### src/rtl/busRespPkg.sv
package busRespPkg;
  localparam logic [2:0] RESP_READY = 3'b000;
  localparam logic [2:0] RESP_LAST  = 3'b001;
  localparam logic [2:0] RESP_WAIT  = 3'b100;
  localparam logic [2:0] RESP_HOLD  = 3'b110;

  typedef enum logic {ST_IDLE, ST_ACTIVE} ctrlState_t;

  typedef struct packed {
    logic load;      // take a new request
    logic nextBeat;  // advance to the next burst word
    logic capture;   // register read data
    logic active;    // a cycle is on the bus
  } dpStrobe_t;
endpackage

### src/rtl/busRespCtrl.sv
module busRespCtrl
  import busRespPkg::*;
(
  input  logic      clk,
  input  logic      rstN,
  input  logic      busClk,
  input  logic      reqValid,
  input  logic      respWait,
  input  logic      respHold,
  input  logic      respLast,
  input  logic      errClr,
  input  logic      isWrite,
  input  logic      isBurst,
  output dpStrobe_t strobe,
  output logic      done,
  output logic      respErr
);
  ctrlState_t state, stateNext;
  logic       busClkQ;
  logic [2:0] respKept;
  logic       inHold;
  logic       sampleEn;
  logic       isReady, isLast, isWait, isHoldCode, isResv;
  logic       badSeq, endBeat, protoErr, stayOn;

  // Keep the last response seen in the low phase; ignore the high phase.
  always_ff @(posedge clk) begin
    if (!rstN) begin
      busClkQ  <= 1'b1;
      respKept <= RESP_WAIT;
    end else begin
      busClkQ <= busClk;
      if (!busClk) respKept <= {respWait, respHold, respLast};
    end
  end

  always_comb begin
    sampleEn   = busClk && !busClkQ && (state == ST_ACTIVE);
    isReady    = (respKept == RESP_READY);
    isLast     = (respKept == RESP_LAST);
    isWait     = (respKept == RESP_WAIT);
    isHoldCode = (respKept == RESP_HOLD);
    isResv     = !(isReady || isLast || isWait || isHoldCode);
    badSeq     = isWait && inHold;
    protoErr   = sampleEn && (isResv || badSeq);
    endBeat    = sampleEn && (isReady || isLast || isResv || badSeq);
    stayOn     = isBurst && !isLast;

    strobe.load     = (state == ST_IDLE) && reqValid;
    strobe.nextBeat = endBeat && stayOn;
    strobe.capture  = endBeat && !isWrite;
    strobe.active   = (state == ST_ACTIVE);

    stateNext = state;
    if (strobe.load)             stateNext = ST_ACTIVE;
    else if (endBeat && !stayOn) stateNext = ST_IDLE;
  end

  always_ff @(posedge clk) begin
    if (!rstN) begin
      state   <= ST_IDLE;
      inHold  <= 1'b0;
      done    <= 1'b0;
      respErr <= 1'b0;
    end else begin
      state <= stateNext;
      done  <= endBeat;
      if (strobe.load || endBeat)    inHold <= 1'b0;
      else if (sampleEn && isHoldCode) inHold <= 1'b1;
      if (protoErr)    respErr <= 1'b1;
      else if (errClr) respErr <= 1'b0;
    end
  end
endmodule

### src/rtl/busRespDatapath.sv
module busRespDatapath
  import busRespPkg::*;
#(
  parameter int ADDR_W = 32,
  parameter int DATA_W = 32,
  localparam int BE_W  = DATA_W / 8
) (
  input  logic              clk,
  input  logic              rstN,
  input  dpStrobe_t         strobe,
  input  logic              reqWrite,
  input  logic              reqBurst,
  input  logic [ADDR_W-1:0] reqAddr,
  input  logic [BE_W-1:0]   reqBe,
  input  logic [DATA_W-1:0] reqWdata,
  input  logic [DATA_W-1:0] busRdata,
  output logic              isWrite,
  output logic              isBurst,
  output logic [ADDR_W-1:0] busAddr,
  output logic [BE_W-1:0]   busBe,
  output logic [DATA_W-1:0] busWdata,
  output logic [DATA_W-1:0] rdData,
  output logic              busWrite,
  output logic              dinEn,
  output logic              doutEn
);
  localparam logic [ADDR_W-1:0] BEAT_STEP = ADDR_W'(BE_W);

  always_ff @(posedge clk) begin
    if (!rstN) begin
      busAddr  <= '0;
      busBe    <= '0;
      busWdata <= '0;
      rdData   <= '0;
      isWrite  <= 1'b0;
      isBurst  <= 1'b0;
    end else begin
      if (strobe.load) begin
        busAddr  <= reqAddr;
        busBe    <= reqBe;
        busWdata <= reqWdata;
        isWrite  <= reqWrite;
        isBurst  <= reqBurst;
      end else if (strobe.nextBeat) begin
        busAddr  <= busAddr + BEAT_STEP;
        busWdata <= reqWdata;
      end
      if (strobe.capture) rdData <= busRdata;
    end
  end

  always_comb begin
    busWrite = strobe.active && isWrite;
    doutEn   = strobe.active && isWrite;
    dinEn    = strobe.active && !isWrite;
  end
endmodule

### src/rtl/busRespMaster.sv
module busRespMaster
  import busRespPkg::*;
#(
  parameter int ADDR_W = 32,
  parameter int DATA_W = 32,
  localparam int BE_W  = DATA_W / 8
) (
  input  logic              clk,
  input  logic              rstN,
  input  logic              busClk,
  input  logic              reqValid,
  input  logic              reqWrite,
  input  logic              reqBurst,
  input  logic [ADDR_W-1:0] reqAddr,
  input  logic [BE_W-1:0]   reqBe,
  input  logic [DATA_W-1:0] reqWdata,
  output logic              busy,
  output logic              done,
  output logic [DATA_W-1:0] rdData,
  output logic [ADDR_W-1:0] busAddr,
  output logic [BE_W-1:0]   busBe,
  output logic [DATA_W-1:0] busWdata,
  output logic              busWrite,
  output logic              dinEn,
  output logic              doutEn,
  input  logic [DATA_W-1:0] busRdata,
  input  logic              respWait,
  input  logic              respHold,
  input  logic              respLast,
  input  logic              errClr,
  output logic              respErr
);
  dpStrobe_t strobe;
  logic      isWrite, isBurst;

  busRespCtrl u_ctrl (
    .clk(clk), .rstN(rstN), .busClk(busClk), .reqValid(reqValid),
    .respWait(respWait), .respHold(respHold), .respLast(respLast),
    .errClr(errClr), .isWrite(isWrite), .isBurst(isBurst),
    .strobe(strobe), .done(done), .respErr(respErr)
  );

  busRespDatapath #(.ADDR_W(ADDR_W), .DATA_W(DATA_W)) u_dp (
    .clk(clk), .rstN(rstN), .strobe(strobe),
    .reqWrite(reqWrite), .reqBurst(reqBurst), .reqAddr(reqAddr),
    .reqBe(reqBe), .reqWdata(reqWdata), .busRdata(busRdata),
    .isWrite(isWrite), .isBurst(isBurst),
    .busAddr(busAddr), .busBe(busBe), .busWdata(busWdata),
    .rdData(rdData), .busWrite(busWrite), .dinEn(dinEn), .doutEn(doutEn)
  );

  assign busy = strobe.active;
endmodule

### config.mk
export PLATFORM = sky130hd
export DESIGN_NAME = busRespMaster
export DESIGN_NICKNAME = d
export VERILOG_FILES = /design/src/rtl/busRespPkg.sv /design/src/rtl/busRespCtrl.sv /design/src/rtl/busRespDatapath.sv /design/src/rtl/busRespMaster.sv
export SDC_FILE = /design/constraint.sdc
export NUM_CORES = 1
export LEC_CHECK = 0
export ABC_CLOCK_PERIOD_IN_PS = 2300
export BUFFER_PORTS_ARGS = -buffer_cell sky130_fd_sc_hd__buf_2
export CORE_ASPECT_RATIO = 0.8
export CORE_UTILIZATION = 47
export DETAILED_ROUTE_END_ITERATION = 8
export PLACE_DENSITY = 0.8
export SYNTH_ARGS = -nofsm -noshare
export SYNTH_HDL_FRONTEND = slang
export SYNTH_SLANG_ARGS = --single-unit
### constraint.sdc
create_clock -name clk -period 2.3 [get_ports clk]
set_input_delay 0.46 -clock clk [delete_from_list [all_inputs] [get_ports clk]]
set_output_delay 0.46 -clock clk [all_outputs]
set_load 0.02 [all_outputs]
==> impl_metrics.ini <==
[run_status]
status = complete, no violations

[timing]
fin_crit_sh_pct = 87.1
slew-limit-headroom_pct = 51.1
tightestPinTransition_ps = 732
finalMaxSlewViolations = 0
min_period_ps = 2000
setup_violations = 0
skew_ps = 6.45
fmax_mhz = 499
rsz0062_at_grt = false
hold_violations = 0
finalSetupTns_ps = 0
fin_hold_ws_ps = 345

[power_and_ir_drop]
leakage_nw = 2.76
totalPowerFinal_w = 0.00411
ir_worst_vdd_v = 0.000501
combPwrFrac_pct = 14.3
power_frac_clock_pct = 35.0
p_sw_share_pct = 27.5
power_switching_w = 0.00113
pwr-share-seq_pct = 50.7
powerDensity_nw_per_um2 = 657
power.internal_w = 0.00298

[layout]
syn_to_final_growth_pct = 31.1
num_antenna_cells = 0
drive_above_1_share_pct = 34.1
fillers = 847
seq_area_um2 = 2200
fin_nets = 878
multi_input_area_um2 = 2380
fin_util_pct = 64.0
stdcell_count = 907

[floorplanning]
ios = 216
dieWidth_um = 115
dieArea_um2 = 10600
die_h_um = 92.2
coreArea_um2 = 9770
core.rowCount = 32
start_util_pct = 48.9

[routing]
avgRoutedWirePerCell_um = 13.9
drt_wl_total_mm = 12.6
avgViaCountPerCell = 5.09
route.detailed.drc = 0
vias = 4621
ant_nets = 0
drt-pass1-iter-count = 5
first_iter_violations = 247

[place]
io_buffer_count = 215
dp.cells = 892
gp_congestion = 0.917
hpwl_mm = 9.31

[clock_tree]
cts_tree = built
clockBufferDepth = 2
root_buffer = clkbuf_16
cts_resized = 0
cts-hold-fix-buffers = 0
clock_latency_ps = 340
cts.sinks = 110
numCtsBuffers = 9
postCtsSetupRepairBufs = 0
cts.htree.levels = 3
path_clk_slew_ps = 70

[global_routing]
grt_usage_pct = 23.9
grt_max_degree = 47
grt_pass1_vias = 4345
grt_overflow_total = 0
antenna_found_initial = 0
grt_pass1_wl_mm = 20.1

[synth]
synthesis.area_um2 = 4770
synth_seq_area_share_pct = 46.1
synth-seq-cells = 110
synthArstFlopShare_pct = 0
syn-num-nets = 674
yosysWarnings = 0
synth_edf_count = 0
syn_inst = 563
ys.flop_type = dfxtp_1
avgSynthCellArea_um2 = 8.48
ys_types = 51

[worst_setup_path]
critical_path_class = register to register
cp_num_buf_inv = 0
rr_worst_depth = 6
crit_slowest_cell = or4_1
cp_slowest_stage_delay_ps = 520
cp_cell_sequence = ha_1 > nand2_1 > nor3_2 > nand3_2 > or4_1 > a31oi_1
critPathArrivalTime_ps = 2270
startpoint_type = register
cp_top_family = simple AND/OR/NAND/NOR gates
crit_path_end_kind = register
cp_num_cells = 6
crit_fanout = 5
cp_data_required_time_ps = 2570

[hold_path]
min_path_cells = 3
hold_path.class = primary input to register

[run]
drv_cap = 0
==> power groups by stage <==
stage | registers [W] | logic (W) | clock network, W
floorplan | 0.00222 | 0.000244 | 0
global route | 0.00210 | 0.000643 | 0.00156
global placement | 0.00212 | 0.000576 | 0
detailed placement | 0.00213 | 0.000589 | 0
CTS | 0.00208 | 0.000590 | 0.00147
finish | 0.00208 | 0.000587 | 0.00144
==> final timing paths <==
check | end | startpoint | slack (ps)
worst max-delay path | u_dp.busAddr[28]$_SDFFE_PN0P_ | u_dp.busAddr[2]$_SDFFE_PN0P_ | 300
worst min-delay path | u_ctrl.respKept[2]$_SDFFE_PN1N_ | respWait | 350
worst max register to register | u_dp.busAddr[28]$_SDFFE_PN0P_ | u_dp.busAddr[2]$_SDFFE_PN0P_ | 300
worst min register to register | u_dp.busWdata[6]$_SDFFE_PN0P_ | u_dp.busWdata[6]$_SDFFE_PN0P_ | 450
==> metal layers <==
layer / track usage (%) / wire length (µm) / vias up
met1: 28.0 / 5250 / 2054
met3: 6.41 / 939 / 33
met2: 40.9 / 6030 / 202
li1: - / - / 2332
met5: 0 / 0 / -
met4: 10.7 / 364 / 0
==> cell usage in the layout, fill, tap and decap left out, types with 4 or more instances in the layout <==
cell / n
buf_2: 215
nand2_1: 162
dfxtp_1: 110
a21boi_0: 63
o21ai_0: 30
a21oi_1: 23
xor2_1: 20
nand4_1: 17
buf_4: 14
a21boi_1: 10
nand3_1: 10
clkbuf_16: 9
and2_1: 7
nor2_1: 7
a31oi_1: 7
and3_1: 6
mux2i_1: 4
o31ai_1: 4
or4_1: 4
==> Yosys cell counts, types with 3 or more instances <==
cell type    n  share of area (%)
nand2_1    162                 13
dfxtp_1    110                 46
a21boi_0    63                9.9
o21ai_0     30                3.1
clkbuf_1    25                2.0
a21oi_1     23                2.4
xor2_1      20                3.7
nand4_1     17                2.2
a21boi_1    10                1.6
nand3_1     10                1.0
nor2_1       8               0.63
a31oi_1      7               0.92
and2_1       7               0.92
and3_1       6               0.79
buf_4        6               0.94
buf_2        4               0.42
mux2i_1      4               0.84
o31ai_1      4               0.63
or4_1        4               0.63
inv_1        3               0.24
nand2b_1     3               0.39
nor2b_1      3               0.39
==> sequential cells by signal, indices dropped and copies added, names as in the netlist, 3 cells and up <==
register,flops
u_dp.busAddr,32
u_ctrl.respKept,3
u_dp.rdData,32
u_dp.busBe,4
u_dp.busWdata,32
==> kinds of logic after synthesis <==
| group | Yosys count | share of synthesized area (%) |
|---|---|---|
| DFF | 110 | 46.1 |
| xor gates and xnor gates | 22 | 4.04 |
| buffers and inverters | 41 | 4.14 |
| AOI/OAI and AO/OA | 145 | 20.6 |
| and+or+nand+nor | 240 | 24.0 |
| muxes | 4 | 0.839 |
| adders and majority gates | 1 | 0.262 |
==> final cells by class <==
class	instances	share of cell area, %
clock buffers	9	3.60
clock inverters	6	0.760
inverters	3	0.180
multi-input cells	412	38.0
flip-flops and latches	110	35.2
well taps	136	2.72
repair buffers	231	19.5
==> metrics by stage <==
| stage | cell area, µm² | worst slack, ps |
|---|---|---|
| detailed placement | 5980 | 183 |
| CTS | 6260 | 309 |
| global route | 6260 | 164 |
| global placement | 5980 | 285 |
| floorplan | 4770 | 237 |
| finish | 6260 | 298 |
==> worst reg2reg max path: cells and delay by family (launching register included) <==
kind | cells | cell delay, ps
AO/OA/AOI/OAI | 1 | 180
adder cells (fa/ha/maj) | 1 | 200
flip-flops | 1 | 400
AND/OR/NAND/NOR | 4 | 1170
Power figures use the tool's default switching activity.
